**src/rtl/i2c_tgt_pkg.sv**
```systemverilog
package i2c_tgt_pkg;
   localparam int REG_IDX_W = 3;

   typedef enum logic [REG_IDX_W-1:0] {
      RG_OWN  = 3'd0,
      RG_BASE = 3'd1,
      RG_LEN  = 3'd2,
      RG_CMD  = 3'd3,
      RG_IEN  = 3'd4,
      RG_STAT = 3'd5,
      RG_CNT  = 3'd6,
      RG_NONE = 3'd7
   } reg_sel_e;

   localparam int ST_RXDONE = 0;
   localparam int ST_STOP   = 1;
   localparam int ST_MATCH  = 2;
   localparam int ST_PKT    = 16;
   localparam int ST_OVF    = 20;

   localparam int LEN_TAKE_BIT = 31;
   localparam int CMD_OR_BIT   = 15;
   localparam int CMD_DMA_BIT  = 0;
   localparam int CMD_W        = 16;

   localparam logic [31:0] PKT_CLR_MASK = 32'h0003_FFFF;

   function automatic logic [31:0] stop_bits();
      logic [31:0] v;
      v = '0;
      v[ST_RXDONE] = 1'b1;
      v[ST_STOP]   = 1'b1;
      v[ST_MATCH]  = 1'b1;
      v[ST_PKT]    = 1'b1;
      return v;
   endfunction
endpackage

```
**src/rtl/i2c_tgt_regs.sv**
```systemverilog
module i2c_tgt_regs
   import i2c_tgt_pkg::*;
#(
   parameter int ADDR_W = 16,
   parameter int LEN_W  = 12
) (
   input  logic                 clk,
   input  logic                 rst_n,
   input  logic                 wr_en,
   input  logic [REG_IDX_W-1:0] wr_idx,
   input  logic [31:0]          wr_data,
   input  logic                 evt_stop,
   input  logic                 evt_ovf,
   output logic [6:0]           own_addr,
   output logic [ADDR_W-1:0]    base_addr,
   output logic [31:0]          len_reg,
   output logic [CMD_W-1:0]     cmd_reg,
   output logic [31:0]          ien_reg,
   output logic [31:0]          stat_reg,
   output logic                 cnt_clr,
   output logic                 irq
);
   localparam logic [31:0] LEN_FIELD = (32'd1 << LEN_W) - 32'd1;
   localparam logic [31:0] LEN_MASK  = 32'h7FFF_0000 | LEN_FIELD;

   logic [31:0] stat_nxt;
   logic        hit_stat;

   assign hit_stat = wr_en && (wr_idx == RG_STAT);
   assign cnt_clr  = wr_en && (wr_idx == RG_CNT);

   always_ff @(posedge clk or negedge rst_n) begin
      if (!rst_n) begin
         own_addr  <= '0;
         base_addr <= '0;
         len_reg   <= '0;
         cmd_reg   <= '0;
         ien_reg   <= '0;
      end else if (wr_en) begin
         case (wr_idx)
            RG_OWN:  own_addr  <= wr_data[6:0];
            RG_BASE: base_addr <= wr_data[ADDR_W-1:0];
            RG_LEN: begin
               if (wr_data[LEN_TAKE_BIT])
                  len_reg[LEN_W-1:0] <= wr_data[LEN_W-1:0];
               else
                  len_reg <= wr_data & LEN_MASK;
            end
            RG_CMD: begin
               if (wr_data[CMD_OR_BIT])
                  cmd_reg <= cmd_reg | wr_data[CMD_W-1:0];
               else
                  cmd_reg <= wr_data[CMD_W-1:0];
            end
            RG_IEN:  ien_reg <= wr_data;
            default: ;
         endcase
      end
   end

   always_comb begin
      stat_nxt = stat_reg;
      if (hit_stat) begin
         if (ien_reg[ST_PKT]) begin
            if (stat_reg[ST_PKT] && wr_data[ST_PKT])
               stat_nxt = stat_reg & ~PKT_CLR_MASK;
         end else begin
            stat_nxt = stat_reg & ~wr_data;
         end
      end
      if (evt_stop)
         stat_nxt = stat_nxt | stop_bits();
      if (evt_ovf)
         stat_nxt[ST_OVF] = 1'b1;
   end

   always_ff @(posedge clk or negedge rst_n) begin
      if (!rst_n) stat_reg <= '0;
      else        stat_reg <= stat_nxt;
   end

   assign irq = |stat_reg;

   AST_STOP_SETS: assert property (@(posedge clk) disable iff (!rst_n)
      evt_stop |=> (stat_reg[ST_PKT] && stat_reg[ST_MATCH] && stat_reg[ST_STOP] && stat_reg[ST_RXDONE]));
   AST_PKT_CLEAR: assert property (@(posedge clk) disable iff (!rst_n)
      (hit_stat && ien_reg[ST_PKT] && stat_reg[ST_PKT] && wr_data[ST_PKT] && !evt_stop && !evt_ovf)
      |=> (stat_reg[17:0] == 18'd0 && stat_reg[31:18] == $past(stat_reg[31:18])));
   AST_W1C: assert property (@(posedge clk) disable iff (!rst_n)
      (hit_stat && !ien_reg[ST_PKT] && !evt_stop && !evt_ovf)
      |=> ((stat_reg & $past(wr_data)) == 32'd0));
   AST_IRQ_LOW: assert property (@(posedge clk) disable iff (!rst_n)
      (stat_reg == 32'd0) |-> !irq);
endmodule

```
**src/rtl/i2c_tgt_rx_engine.sv**
```systemverilog
module i2c_tgt_rx_engine
   import i2c_tgt_pkg::*;
#(
   parameter int ADDR_W = 16,
   parameter int LEN_W  = 12
) (
   input  logic              clk,
   input  logic              rst_n,
   input  logic              dma_en,
   input  logic [ADDR_W-1:0] base_addr,
   input  logic [LEN_W-1:0]  len_m1,
   input  logic              cnt_clr,
   input  logic              bus_start,
   input  logic              bus_byte_vld,
   input  logic [7:0]        bus_byte,
   input  logic              bus_stop,
   output logic              bus_ack,
   output logic              bus_nack,
   output logic              mem_we,
   output logic [ADDR_W-1:0] mem_addr,
   output logic [7:0]        mem_wdata,
   output logic [LEN_W:0]    rx_cnt,
   output logic              evt_stop,
   output logic              evt_ovf
);
   localparam int REM_W = LEN_W + 1;

   logic              active;
   logic [ADDR_W-1:0] ptr;
   logic [REM_W-1:0]  remain;
   logic              room;

   assign room = (remain != '0);

   always_ff @(posedge clk or negedge rst_n) begin
      if (!rst_n) begin
         active    <= 1'b0;
         ptr       <= '0;
         remain    <= '0;
         rx_cnt    <= '0;
         bus_ack   <= 1'b0;
         bus_nack  <= 1'b0;
         mem_we    <= 1'b0;
         mem_addr  <= '0;
         mem_wdata <= '0;
         evt_stop  <= 1'b0;
         evt_ovf   <= 1'b0;
      end else begin
         bus_ack  <= 1'b0;
         bus_nack <= 1'b0;
         mem_we   <= 1'b0;
         evt_stop <= 1'b0;
         evt_ovf  <= 1'b0;
         if (cnt_clr) rx_cnt <= '0;
         if (bus_start) begin
            if (dma_en) begin
               active  <= 1'b1;
               ptr     <= base_addr;
               remain  <= REM_W'(len_m1) + REM_W'(1);
               rx_cnt  <= '0;
               bus_ack <= 1'b1;
            end else begin
               active   <= 1'b0;
               bus_nack <= 1'b1;
            end
         end else if (bus_byte_vld) begin
            if (active && room) begin
               mem_we    <= 1'b1;
               mem_addr  <= ptr;
               mem_wdata <= bus_byte;
               ptr       <= ptr + ADDR_W'(1);
               remain    <= remain - REM_W'(1);
               rx_cnt    <= rx_cnt + REM_W'(1);
               bus_ack   <= 1'b1;
            end else begin
               bus_nack <= 1'b1;
               if (active) evt_ovf <= 1'b1;
            end
         end else if (bus_stop) begin
            if (active) evt_stop <= 1'b1;
            active <= 1'b0;
         end
      end
   end

   AST_NO_OVERFLOW: assert property (@(posedge clk) disable iff (!rst_n)
      (bus_byte_vld && !bus_start && !room) |=> (!mem_we && bus_nack));
   AST_REFUSE: assert property (@(posedge clk) disable iff (!rst_n)
      (bus_start && !dma_en) |=> (bus_nack && !bus_ack));
   AST_ACK_ONE: assert property (@(posedge clk) disable iff (!rst_n)
      !(bus_ack && bus_nack));
   AST_CNT_CLEAR: assert property (@(posedge clk) disable iff (!rst_n)
      (cnt_clr && !bus_byte_vld) |=> (rx_cnt == '0));
   AST_WRITE_ACKED: assert property (@(posedge clk) disable iff (!rst_n)
      mem_we |-> bus_ack);
endmodule

```
**src/rtl/i2c_tgt_rxdma.sv**
```systemverilog
module i2c_tgt_rxdma
   import i2c_tgt_pkg::*;
#(
   parameter int ADDR_W   = 16,
   parameter int LEN_W    = 12,
   parameter int READ_LAT = 0
) (
   input  logic                 clk,
   input  logic                 rst_n,
   input  logic                 reg_we,
   input  logic [REG_IDX_W-1:0] reg_addr,
   input  logic [31:0]          reg_wdata,
   output logic [31:0]          reg_rdata,
   output logic [6:0]           tgt_addr,
   input  logic                 bus_start,
   input  logic                 bus_byte_vld,
   input  logic [7:0]           bus_byte,
   input  logic                 bus_stop,
   output logic                 bus_ack,
   output logic                 bus_nack,
   output logic                 mem_we,
   output logic [ADDR_W-1:0]    mem_addr,
   output logic [7:0]           mem_wdata,
   output logic                 irq
);
   generate
      if (ADDR_W < 1 || ADDR_W > 32) begin : g_bad_aw
         $error("ADDR_W must be 1..32");
      end
      if (LEN_W < 1 || LEN_W > 16) begin : g_bad_lw
         $error("LEN_W must be 1..16");
      end
      if (READ_LAT != 0 && READ_LAT != 1) begin : g_bad_rl
         $error("READ_LAT must be 0 or 1");
      end
   endgenerate

   logic [ADDR_W-1:0] base_addr;
   logic [31:0]       len_reg;
   logic [CMD_W-1:0]  cmd_reg;
   logic [31:0]       ien_reg;
   logic [31:0]       stat_reg;
   logic              cnt_clr;
   logic [LEN_W:0]    rx_cnt;
   logic              evt_stop;
   logic              evt_ovf;
   logic [31:0]       rd_mux;

   i2c_tgt_regs #(.ADDR_W(ADDR_W), .LEN_W(LEN_W)) u_regs (
      .clk       (clk),
      .rst_n     (rst_n),
      .wr_en     (reg_we),
      .wr_idx    (reg_addr),
      .wr_data   (reg_wdata),
      .evt_stop  (evt_stop),
      .evt_ovf   (evt_ovf),
      .own_addr  (tgt_addr),
      .base_addr (base_addr),
      .len_reg   (len_reg),
      .cmd_reg   (cmd_reg),
      .ien_reg   (ien_reg),
      .stat_reg  (stat_reg),
      .cnt_clr   (cnt_clr),
      .irq       (irq)
   );

   i2c_tgt_rx_engine #(.ADDR_W(ADDR_W), .LEN_W(LEN_W)) u_eng (
      .clk          (clk),
      .rst_n        (rst_n),
      .dma_en       (cmd_reg[CMD_DMA_BIT]),
      .base_addr    (base_addr),
      .len_m1       (len_reg[LEN_W-1:0]),
      .cnt_clr      (cnt_clr),
      .bus_start    (bus_start),
      .bus_byte_vld (bus_byte_vld),
      .bus_byte     (bus_byte),
      .bus_stop     (bus_stop),
      .bus_ack      (bus_ack),
      .bus_nack     (bus_nack),
      .mem_we       (mem_we),
      .mem_addr     (mem_addr),
      .mem_wdata    (mem_wdata),
      .rx_cnt       (rx_cnt),
      .evt_stop     (evt_stop),
      .evt_ovf      (evt_ovf)
   );

   always_comb begin
      case (reg_addr)
         RG_OWN:  rd_mux = 32'(tgt_addr);
         RG_BASE: rd_mux = 32'(base_addr);
         RG_LEN:  rd_mux = len_reg;
         RG_CMD:  rd_mux = 32'(cmd_reg);
         RG_IEN:  rd_mux = ien_reg;
         RG_STAT: rd_mux = stat_reg;
         RG_CNT:  rd_mux = 32'(rx_cnt);
         default: rd_mux = '0;
      endcase
   end

   generate
      if (READ_LAT == 0) begin : g_rd_comb
         assign reg_rdata = rd_mux;
      end else begin : g_rd_reg
         logic [31:0] rd_q;
         always_ff @(posedge clk or negedge rst_n) begin
            if (!rst_n) rd_q <= '0;
            else        rd_q <= rd_mux;
         end
         assign reg_rdata = rd_q;
      end
   endgenerate

   AST_IRQ_AFTER_STOP: assert property (@(posedge clk) disable iff (!rst_n)
      evt_stop |=> irq);
   AST_OVF_FLAG: assert property (@(posedge clk) disable iff (!rst_n)
      evt_ovf |=> stat_reg[ST_OVF]);
endmodule

```
**config.mk**
```make
export PLATFORM = sky130hd
export DESIGN_NAME = i2c_tgt_rxdma
export DESIGN_NICKNAME = d
export VERILOG_FILES = /design/src/rtl/i2c_tgt_pkg.sv /design/src/rtl/i2c_tgt_regs.sv /design/src/rtl/i2c_tgt_rx_engine.sv /design/src/rtl/i2c_tgt_rxdma.sv
export SDC_FILE = /design/constraint.sdc
export NUM_CORES = 1
export LEC_CHECK = 0
export BUFFER_PORTS_ARGS = -buffer_cell sky130_fd_sc_hd__buf_2
export CORE_MARGIN = 2
export CORE_UTILIZATION = 25
export DETAILED_ROUTE_END_ITERATION = 8
export GPL_TIMING_DRIVEN = 0
export PLACE_DENSITY = 0.43
export SLEW_MARGIN = 10
export SYNTH_ARGS = -nofsm -noshare
export SYNTH_HDL_FRONTEND = slang
export SYNTH_SLANG_ARGS = --single-unit
export TNS_END_PERCENT = 1
```
**constraint.sdc**
```tcl
create_clock -name clk -period 2.9 [get_ports clk]
set_input_delay 0.87 -clock clk [delete_from_list [all_inputs] [get_ports clk]]
set_output_delay 0.87 -clock clk [all_outputs]
set_load 0.02 [all_outputs]
```
==> impl_metrics.ini, run 1 <==
[outcome]
outcome = finished with violations
violations = setup timing

[power_and_ir_drop]
comb_power_share = 0.232
swShare = 0.332
power.clock.fraction = 0.347
pwr-share-seq = 0.421
irDropWorstVdd_mv = 0.400
p_leak_nw = 5.49
p_sw_mw = 3.23
power.density_nw_per_um2 = 782
p_int_mw = 6.50

[sta]
relSlewSlack = 0.421
layout_setup_ws_ns = -0.0126
max_slew.worst_pin.slew_ns = 0.863
period_share = 1.00
finalClockSkew_ns = 0.0216
min_period_ns = 2.91
setup_violations = 1
slew_violations = 0
hold_viol = 0
rsz0062_at_grt = true
holdWs_ns = 0.269
fmax_mhz = 343

[worst_setup_path]
crit_path_end_kind = output port
critPathRequiredTime_ns = 2.03
critPathKind = input pin to output port
worstPathMaxFanout = 6
crit_path_start_kind = input pin
critPathArrivalTime_ns = 2.04

[floorplan]
ios = 116
die_y_um = 202
start_util = 0.254
rows = 72
core-area_um2 = 38700
dieArea_um2 = 40900
die_w_um = 202

[final_layout]
multi_input_area_um2 = 4700
drive_above_1_share = 0.328
final_cell_mix = dfrtp_1, buf_2, nand2_1, mux2_2, o21ai_0
final_core_util = 0.321
seq_area_um2 = 5060
nets = 1114
nFillCells = 4039
final_common_cell = dfrtp_1
syn_to_final_growth_pct = 26.5
diodes = 0

[clock_network]
htree_num_levels = 1
clkTransAtPathRegs_ns = 0.06
cts_tree = yes
cts_buffers = 26
clockBufferDepth = 3
clock_latency_ns = 0.55
cts-root-buf = clkbuf_16
cts_sinks = 202

[place]
portBuffers = 113
place_ws_ns = -0.826
place_congestion = 0.797
hpwl_mm = 24.1

[synth]
yosys-top-cells-area = dfrtp_1, mux2_2, nand2_1
synth_top_area_frac = 0.514
synth_fp_nets = 966
mappedNetlistArea_um2 = 9830
synth-seq-cells = 202
synth_top_family_by_area = multiplexers
synth-compound-area-share = 0.140
synth_simple_gate_area_frac = 0.146
syn_avg_cell_area_um2 = 10.8
synth_edf_count = 0
synth_fa_ha_area_frac = 0.00636
yosys.area.top_type = dfrtp_1
ys_async_sr_fraction = 1.00
ys_seq_area_frac = 0.514
synthFlopType = dfrtp_1
synthCells = 912
synth_xor_area_frac = 0.00802
ys_warn_count = 0
synth_cell_types = 68
synthMuxAreaShare = 0.155

[global_route]
grt_max_degree = 80
antenna_found_initial = 1
grt_pass1_vias = 8088
grt_usage = 0.165
grt-ovfl-total = 0
grt_pass1_wl_mm = 51.6

[detailed_routing]
vias_per_cell = 4.90
wl_per_cell_um = 20.9
drc = 0
dr.pass1.iters = 5
routed_wl_mm = 33.5
ant_nets = 0
vias = 7837
drtIter0Drc = 500

[flow_run]
drv_cap = 0

[hold_path]
hold_path_class = input pin to asynchronous set/reset pin
[what timing repair did]
| item | in CTS | in global routing |
|---|---|---|
| gates cloned | 0 | 0 |
| pin swaps | 3 | 5 |
| endpoints found under the setup margin | 33 | 21 |
| setup buffers | 3 | 3 |
| hold buffers | 0 | 0 |
| resized for setup | 73 | 43 |
| hold endpoints to repair | 0 | 0 |
[power groups by stage]
stage | Combinational [mW] | Sequential [mW] | Clock [mW]
finish | 2.25 | 4.10 | 3.38
global route | 2.49 | 4.21 | 3.59
CTS | 2.24 | 4.09 | 3.47
detailed placement | 2.18 | 4.13 | 0
global placement | 2.15 | 4.12 | 0
floorplan | 1.28 | 4.13 | 0
[synthesized netlist by cell type (3+ instances only)]
| cell type | instances |
|---|---|
| and2_1 | 18 |
| buf_1 | 4 |
| a21boi_0 | 13 |
| mux2_2 | 93 |
| mux2i_1 | 39 |
| o211ai_1 | 7 |
| or3_1 | 3 |
| o21ai_1 | 9 |
| inv_1 | 5 |
| a221o_1 | 3 |
| and3_1 | 6 |
| nand4_1 | 24 |
| clkbuf_1 | 24 |
| nor2b_1 | 7 |
| o32ai_1 | 5 |
| a21oi_1 | 35 |
| nand3_1 | 16 |
| buf_2 | 23 |
| a31oi_1 | 7 |
| ha_1 | 5 |
| nor4_1 | 10 |
| xnor2_1 | 6 |
| a21o_1 | 6 |
| o22ai_1 | 9 |
| nand2_1 | 115 |
| xor2_1 | 3 |
| a22o_1 | 17 |
| nand3b_1 | 4 |
| o21ai_0 | 67 |
| a221oi_1 | 4 |
| mux4_2 | 4 |
| nand2b_1 | 5 |
| nor2_1 | 47 |
| and4_1 | 5 |
| nor3_1 | 9 |
| a22oi_1 | 8 |
| nor3_2 | 4 |
| dfrtp_1 | 202 |
| a31o_2 | 3 |
| buf_6 | 3 |
[worst max-delay path: stages]
cell and delay, ns:
buf_12 0.12, mux2_4 0.30, a22oi_2 0.24, nor2_1 0.08, a31oi_1 0.19, o21ai_2 0.10, buf_6 0.14
[kinds of logic (layout without fill, tap and decap cells)]
family / count (synthesis) / in the layout
xor+xnor: 9 / 9
flops: 202 / 202
simple gates: 285 / 285
fa+ha+maj: 5 / 5
compound gates: 213 / 213
mux: 136 / 136
buf+inv: 62 / 230
[layer usage]
metal / global-route usage / up-vias / part of all wire
li1: - / 3652 / -
met1: 0.231 / 3941 / 0.47
met2: 0.263 / 192 / 0.46
met3: 0.0337 / 50 / 0.046
met4: 0.0386 / 2 / 0.024
met5: 0 / - / 0.00021
[final cells by class]
type                            count  area share
Buffer                             54      0.0325
Clock buffer                       36      0.0594
Tap cell                          518      0.0521
Clock inverter                     12      0.0126
Sequential cell                   202       0.407
Multi-Input combinational cell    648       0.378
Timing Repair Buffer              121      0.0566
Inverter                            7     0.00252
[final timing paths]
kind                                    from                  to  slack (ns)  depth (start not counted)
min in group clk           u_eng.mem_addr[9]   u_eng.mem_addr[9]        0.47                          2
max reg2reg                  u_eng.remain[0]    u_eng.remain[12]        0.62                          8
max                              reg_addr[0]        reg_rdata[4]       -0.01                          7
max in group asynchronous              rst_n  u_regs.stat_reg[5]        1.82                          2
min reg2reg                u_eng.mem_addr[9]   u_eng.mem_addr[9]        0.47                          2
min                                    rst_n        u_eng.mem_we        0.27                          1
[per-stage QoR]
step | TNS (ns) | power, mW | area (um2) | instances
5_1_grt | -0.288 | 10.3 | 12400 | 1598
6_report | -0.0126 | 9.73 | 12400 | 1598
4_1_cts | -0.157 | 9.81 | 12300 | 1595
2_1_floorplan | -1.55 | 5.41 | 9830 | 912
3_5_place_dp | -20.69 | 6.31 | 11100 | 1545
3_3_place_gp | -601.42 | 6.27 | 11000 | 1543
Note: power is estimated with default switching activity, not from simulation.
==> run 2: changes to the inputs <==
Settings changed: HOLD_SLACK_MARGIN set to 0.02, PLACE_DENSITY 0.43 to 0.44, SLEW_MARGIN 10 to unset.
Clock period 2.9 ns to 2.6 ns, I/O delays scaled along.
==> run 2 against run 1 <==
Against the previous run: the flow still finishes with violations (setup timing); register-to-register slack worse by 0.24 ns; count of clock-buffer cells in the layout grew 1; critical path depth unchanged; non-clock buffer count up 1; utilization grew 0.12 points; first-iteration DRC count down 3.0%; sequential power increased by 11%; power increased by 8.6%; clock power rose by 2%; cell count about the same; via count decreased by 0.14%; cell area rose by 0.37%; critical path type unchanged; critical endpoint is now reg_rdata[6]; largest power group unchanged.
==> impl_metrics.ini, run 2 (synthesis gave the netlist of run 1 again) <==
[global_route]
grt_max_degree = 116
grt_pass1_vias = 8041
antenna_found_initial = 3
grt_pass1_wl_mm = 51.8
grt-ovfl-total = 0
grt_usage = 0.165

[final_layout]
drive_above_1_share = 0.334
nets = 1113
final_cell_mix = dfrtp_1, nand2_1, buf_2, mux2_2, o21ai_0
final_common_cell = dfrtp_1
syn_to_final_growth_pct = 27.0

[clock_network]
cts_buffers = 24
cts_sinks = 202
cts_tree = yes
htree_num_levels = 1
ctsHoldBuffers = 0
clockBufferDepth = 3
clkTransAtPathRegs_ns = 0.06
clock_latency_ns = 0.53
cts-root-buf = clkbuf_16

[outcome]
outcome = finished with violations
violations = setup timing

[detailed_routing]
dr.pass1.iters = 4
vias = 7826
vias_per_cell = 4.90
wl_per_cell_um = 21.0
drtIter0Drc = 485
ant_nets = 0
drc = 0
routed_wl_mm = 33.5

[sta]
relSlewSlack = 0.475
min_period_ns = 2.73
rsz0062_at_grt = true
hold_viol = 0
layout_setup_ws_ns = -0.125
slew_violations = 0
fmax_mhz = 367
period_share = 1.05
max_slew.worst_pin.slew_ns = 0.783
finalClockSkew_ns = 0.00968
setup_tns_ns = -0.871
setup_violations = 16

[flow_run]
drv_cap = 0

[floorplan]
rows = 72
die_y_um = 202
ios = 116
start_util = 0.254
dieArea_um2 = 40900
die_w_um = 202
core-area_um2 = 38700

[place]
place_congestion = 0.785
portBuffers = 113
hpwl_mm = 24.0
place_ws_ns = -0.976

[worst_setup_path]
crit_path_end_kind = output port
regToRegSetupSlack_ns = 0.38
crit_path_start_kind = input pin
critPathArrivalTime_ns = 1.95
worstPathMaxFanout = 10
critPathKind = input pin to output port
critPathRequiredTime_ns = 1.82

[hold_path]
hold_path_class = input pin to asynchronous set/reset pin

[power_and_ir_drop]
p_leak_nw = 5.49
irDropWorstVdd_mv = 0.416
power.density_nw_per_um2 = 846
[run 2: cell count changes in the layout (fill, tap and decap cells not counted), moves of 3 or more]
cell | before | now
buf_2 | 118 | 104
o21ai_0 | 60 | 46
o21ai_1 | 13 | 22
buf_4 | 20 | 28
o21ai_2 | 3 | 8
clkbuf_8 | 6 | 10
dfrtp_1 | 201 | 197
dfrtp_2 | 1 | 5
a21oi_1 | 26 | 29
a21oi_2 | 9 | 6
diode_2 | 0 | 3
[run 2: final cells by class]
cell class / count / area, um2
Multi-Input combinational cell: 648 / 4720
Fill cell: 4034 / 26300
Clock inverter: 6 / 57.6
Antenna cell: 3 / 7.51
Sequential cell: 202 / 5060
Clock buffer: 37 / 741
Tap cell: 518 / 648
Inverter: 7 / 31.3
Timing Repair Buffer: 122 / 764
Buffer: 54 / 450
[run 2: path summary, 6_finish.rpt]
| path | startpoint | endpoint | cells past startpoint |
|---|---|---|---|
| min in group clk | bus_byte[0] | u_eng.mem_wdata[0] | 3 |
| max reg2reg | u_eng.remain[0] | u_eng.remain[12] | 8 |
| max | reg_addr[0] | reg_rdata[6] | 7 |
| min | rst_n | u_eng.mem_we | 1 |
| min reg2reg | u_eng.mem_addr[9] | u_eng.mem_addr[9] | 2 |
| max in group asynchronous | rst_n | u_regs.len_reg[0] | 2 |
[run 2: worst max-delay path, cell delays in order]
cell     delay, ns
buf_16        0.12
buf_8         0.19
mux2i_4       0.28
nor2_1        0.06
a21oi_1       0.18
a21oi_2       0.13
buf_4         0.18
[run 2: where the power goes]
part	internal [mW]	leakage, nW	switching [mW]
sequential	3.86	2.53	0.712
clock	2.05	0.394	1.40
combinational	1.13	2.56	1.42
[run 2: repair_timing]
action / in CTS / in global routing
gates cloned: 1 / 0
endpoints found under the setup margin: 33 / 33
resized for setup: 97 / 34
setup buffers: 5 / 2
pin swaps: 6 / 5
endpoints found under the hold margin: 0 / 0
[run 2: metrics by stage]
stage	hold WS [ns]	cell area [um2]	utilization	total power [mW]	std cells
after global placement	0.455	11100	0.286	6.99	1543
after CTS	0.292	12300	0.319	10.6	1592
after global routing	0.300	12500	0.322	11.1	1595
after detailed placement	0.457	11100	0.287	7.04	1544
final	0.246	12500	0.322	10.6	1597
after floorplan	0.404	9880	-	6.05	912
[run 2: layer usage]
metal | vias to the layer above | track usage | share of wire
met5 | - | 0 | 0
met4 | 0 | 0.0362 | 0.019
met3 | 42 | 0.0298 | 0.044
met2 | 175 | 0.266 | 0.47
met1 | 3953 | 0.231 | 0.47
li1 | 3656 | - | -
==> run 3: changes to the inputs <==
Settings changed: CORE_UTILIZATION 25 to 45, PLACE_DENSITY 0.44 to 0.69, RECOVER_POWER set to 25.
==> run 3 against run 2 <==
Against the previous run: the run still ends with setup timing left; global-route usage increased by 8.2 points; utilization increased by 24 points; worst setup slack got worse by 0.0065 ns; critical path depth unchanged; clock skew increased by 0.0059 ns; combinational power about the same; first-iteration DRC count increased by 76%; clock power increased by 7.0%; die area decreased by 44%; fmax decreased by 0.24%; power increased by 2.1%; count of clock-buffer cells in the layout decreased by 4; critical endpoint is now reg_rdata[4]; largest cell class unchanged; largest power group unchanged.
==> impl_metrics.ini, run 3 (synthesis gave the netlist of run 1 again) <==
[sta]
hold_viol = 0
max_slew.worst_pin.slew_ns = 1.11
fmax_mhz = 366
relSlewSlack = 0.260
slew_violations = 0
setup_tns_ns = -0.954
period_share = 1.05
layout_setup_ws_ns = -0.132
setup_violations = 16
finalClockSkew_ns = 0.0156
holdWs_ns = 0.452
rsz0062_at_grt = true
min_period_ns = 2.73

[clock_network]
cts_buffers = 24
htree_num_levels = 1
clkTransAtPathRegs_ns = 0.06
clock_latency_ns = 0.52
clockBufferDepth = 3
cts_tree = yes
cts_sinks = 202
cts-root-buf = clkbuf_16

[global_route]
grt-ovfl-total = 0
grt_pass1_vias = 7988
grt_usage = 0.247
grt_pass1_wl_mm = 45.7
antenna_found_initial = 0
grt_max_degree = 122

[detailed_routing]
routed_wl_mm = 28.9
dr.pass1.iters = 5
wl_per_cell_um = 21.3
vias_per_cell = 6.08
drtIter0Drc = 853
drc = 0
ant_nets = 0
vias = 8244

[final_layout]
final_common_cell = dfrtp_1
fin_area_um2 = 12200
final_core_util = 0.564
diodes = 0
final_cell_mix = dfrtp_1, buf_2, nand2_1, mux2_2, o21ai_0
drive_above_1_share = 0.325
syn_to_final_growth_pct = 23.9
nets = 1113

[floorplan]
dieArea_um2 = 23000
start_util = 0.455
die_y_um = 152
rows = 54
core-area_um2 = 21600
ios = 116
die_w_um = 152

[flow_run]
drv_cap = 0

[worst_setup_path]
critPathArrivalTime_ns = 1.95
r2r_cells = 11
path_cells = buf_12 > mux2_2 > a22oi_2 > nor2_1 > a31oi_1 > o21ai_2 > buf_4
critPathKind = input pin to output port
critPathRequiredTime_ns = 1.82
crit_path_start_kind = input pin
cp_slowest_cell = mux2_2
crit_path_end_kind = output port
worstPathMaxFanout = 5
slowest_delay_ns = 0.35

[outcome]
outcome = finished with violations
violations = setup timing

[place]
portBuffers = 113
placed_cell_area_um2 = 10900
place_congestion = 0.891
hpwl_mm = 20.3

[power_and_ir_drop]
irDropWorstVdd_mv = 0.500
p_leak_nw = 5.52
power.density_nw_per_um2 = 885

[hold_path]
holdPathStages = 3
hold_path_class = input pin to flip-flop
## run 3: cell count changes in the layout (fill, tap and decap cells not counted), sizes merged
cell	change
bufinv	+4
buf	-3
diode	-3
clkbuf	-2
clkinv	-1
clkinvlp	-1
dlygate4sd3	+1
inv	+1
## run 3: report_power, final
part / switching [mW] / internal [mW]
registers: 0.712 / 3.86
logic: 1.41 / 1.12
clock network: 1.33 / 2.36
total: 3.45 / 7.33
## run 3: metrics by stage
stage / power (mW) / setup WS, ns / std cells
floorplan: 6.05 / -0.119 / 912
detailed placement: 6.98 / -0.806 / 1307
global placement: 6.89 / -2.72 / 1305
global route: 11.3 / -0.172 / 1355
CTS: 10.8 / -0.107 / 1355
finish: 10.8 / -0.132 / 1355
## run 3: cell type report
class                           instances  area [um2]
Multi-Input combinational cell        648        4720
Sequential cell                       202        5060
Buffer                                 54         422
Timing Repair Buffer                  122         739
Inverter                                7        31.3
Tap cell                              280         350
Clock buffer                           33         696
Fill cell                            1857        9440
Clock inverter                          9         174
## run 3: worst paths after layout
kind	from	end	slack, ns
worst max-delay path	reg_addr[0]	reg_rdata[4]	-0.13
worst max register to register	u_eng.remain[0]	u_eng.ptr[14]	0.38
min in group asynchronous	rst_n	u_eng.mem_wdata[1]	0.60
worst min-delay path	bus_byte[6]	u_eng.mem_wdata[6]	0.45
max in group asynchronous	rst_n	u_regs.len_reg[3]	0.38
worst min register to register	u_eng.mem_addr[7]	u_eng.mem_addr[7]	0.47
## run 3: routing by layer
layer	track usage	part of all wire	vias up
met5	0	0	-
met4	0.0846	0.037	0
met3	0.0465	0.088	87
met2	0.375	0.45	433
met1	0.358	0.43	4067
li1	-	-	3657
## run 3: critical path, delay by kind of cell
family | cells | cell delay (ns)
buffers and inverters | 2 | 0.28
AOI/OAI and AO/OA | 3 | 0.49
and+or+nand+nor | 1 | 0.06
muxes | 1 | 0.35
## run 3: timing repair
action / in CTS / in global routing
setup buffers: 4 / 0
resized for setup: 83 / 28
endpoints found under the hold margin: 2 / 0
cloned: 2 / 0
pin swaps: 7 / 5
hold buffers: 1 / 0
setup endpoints to repair: 33 / 27
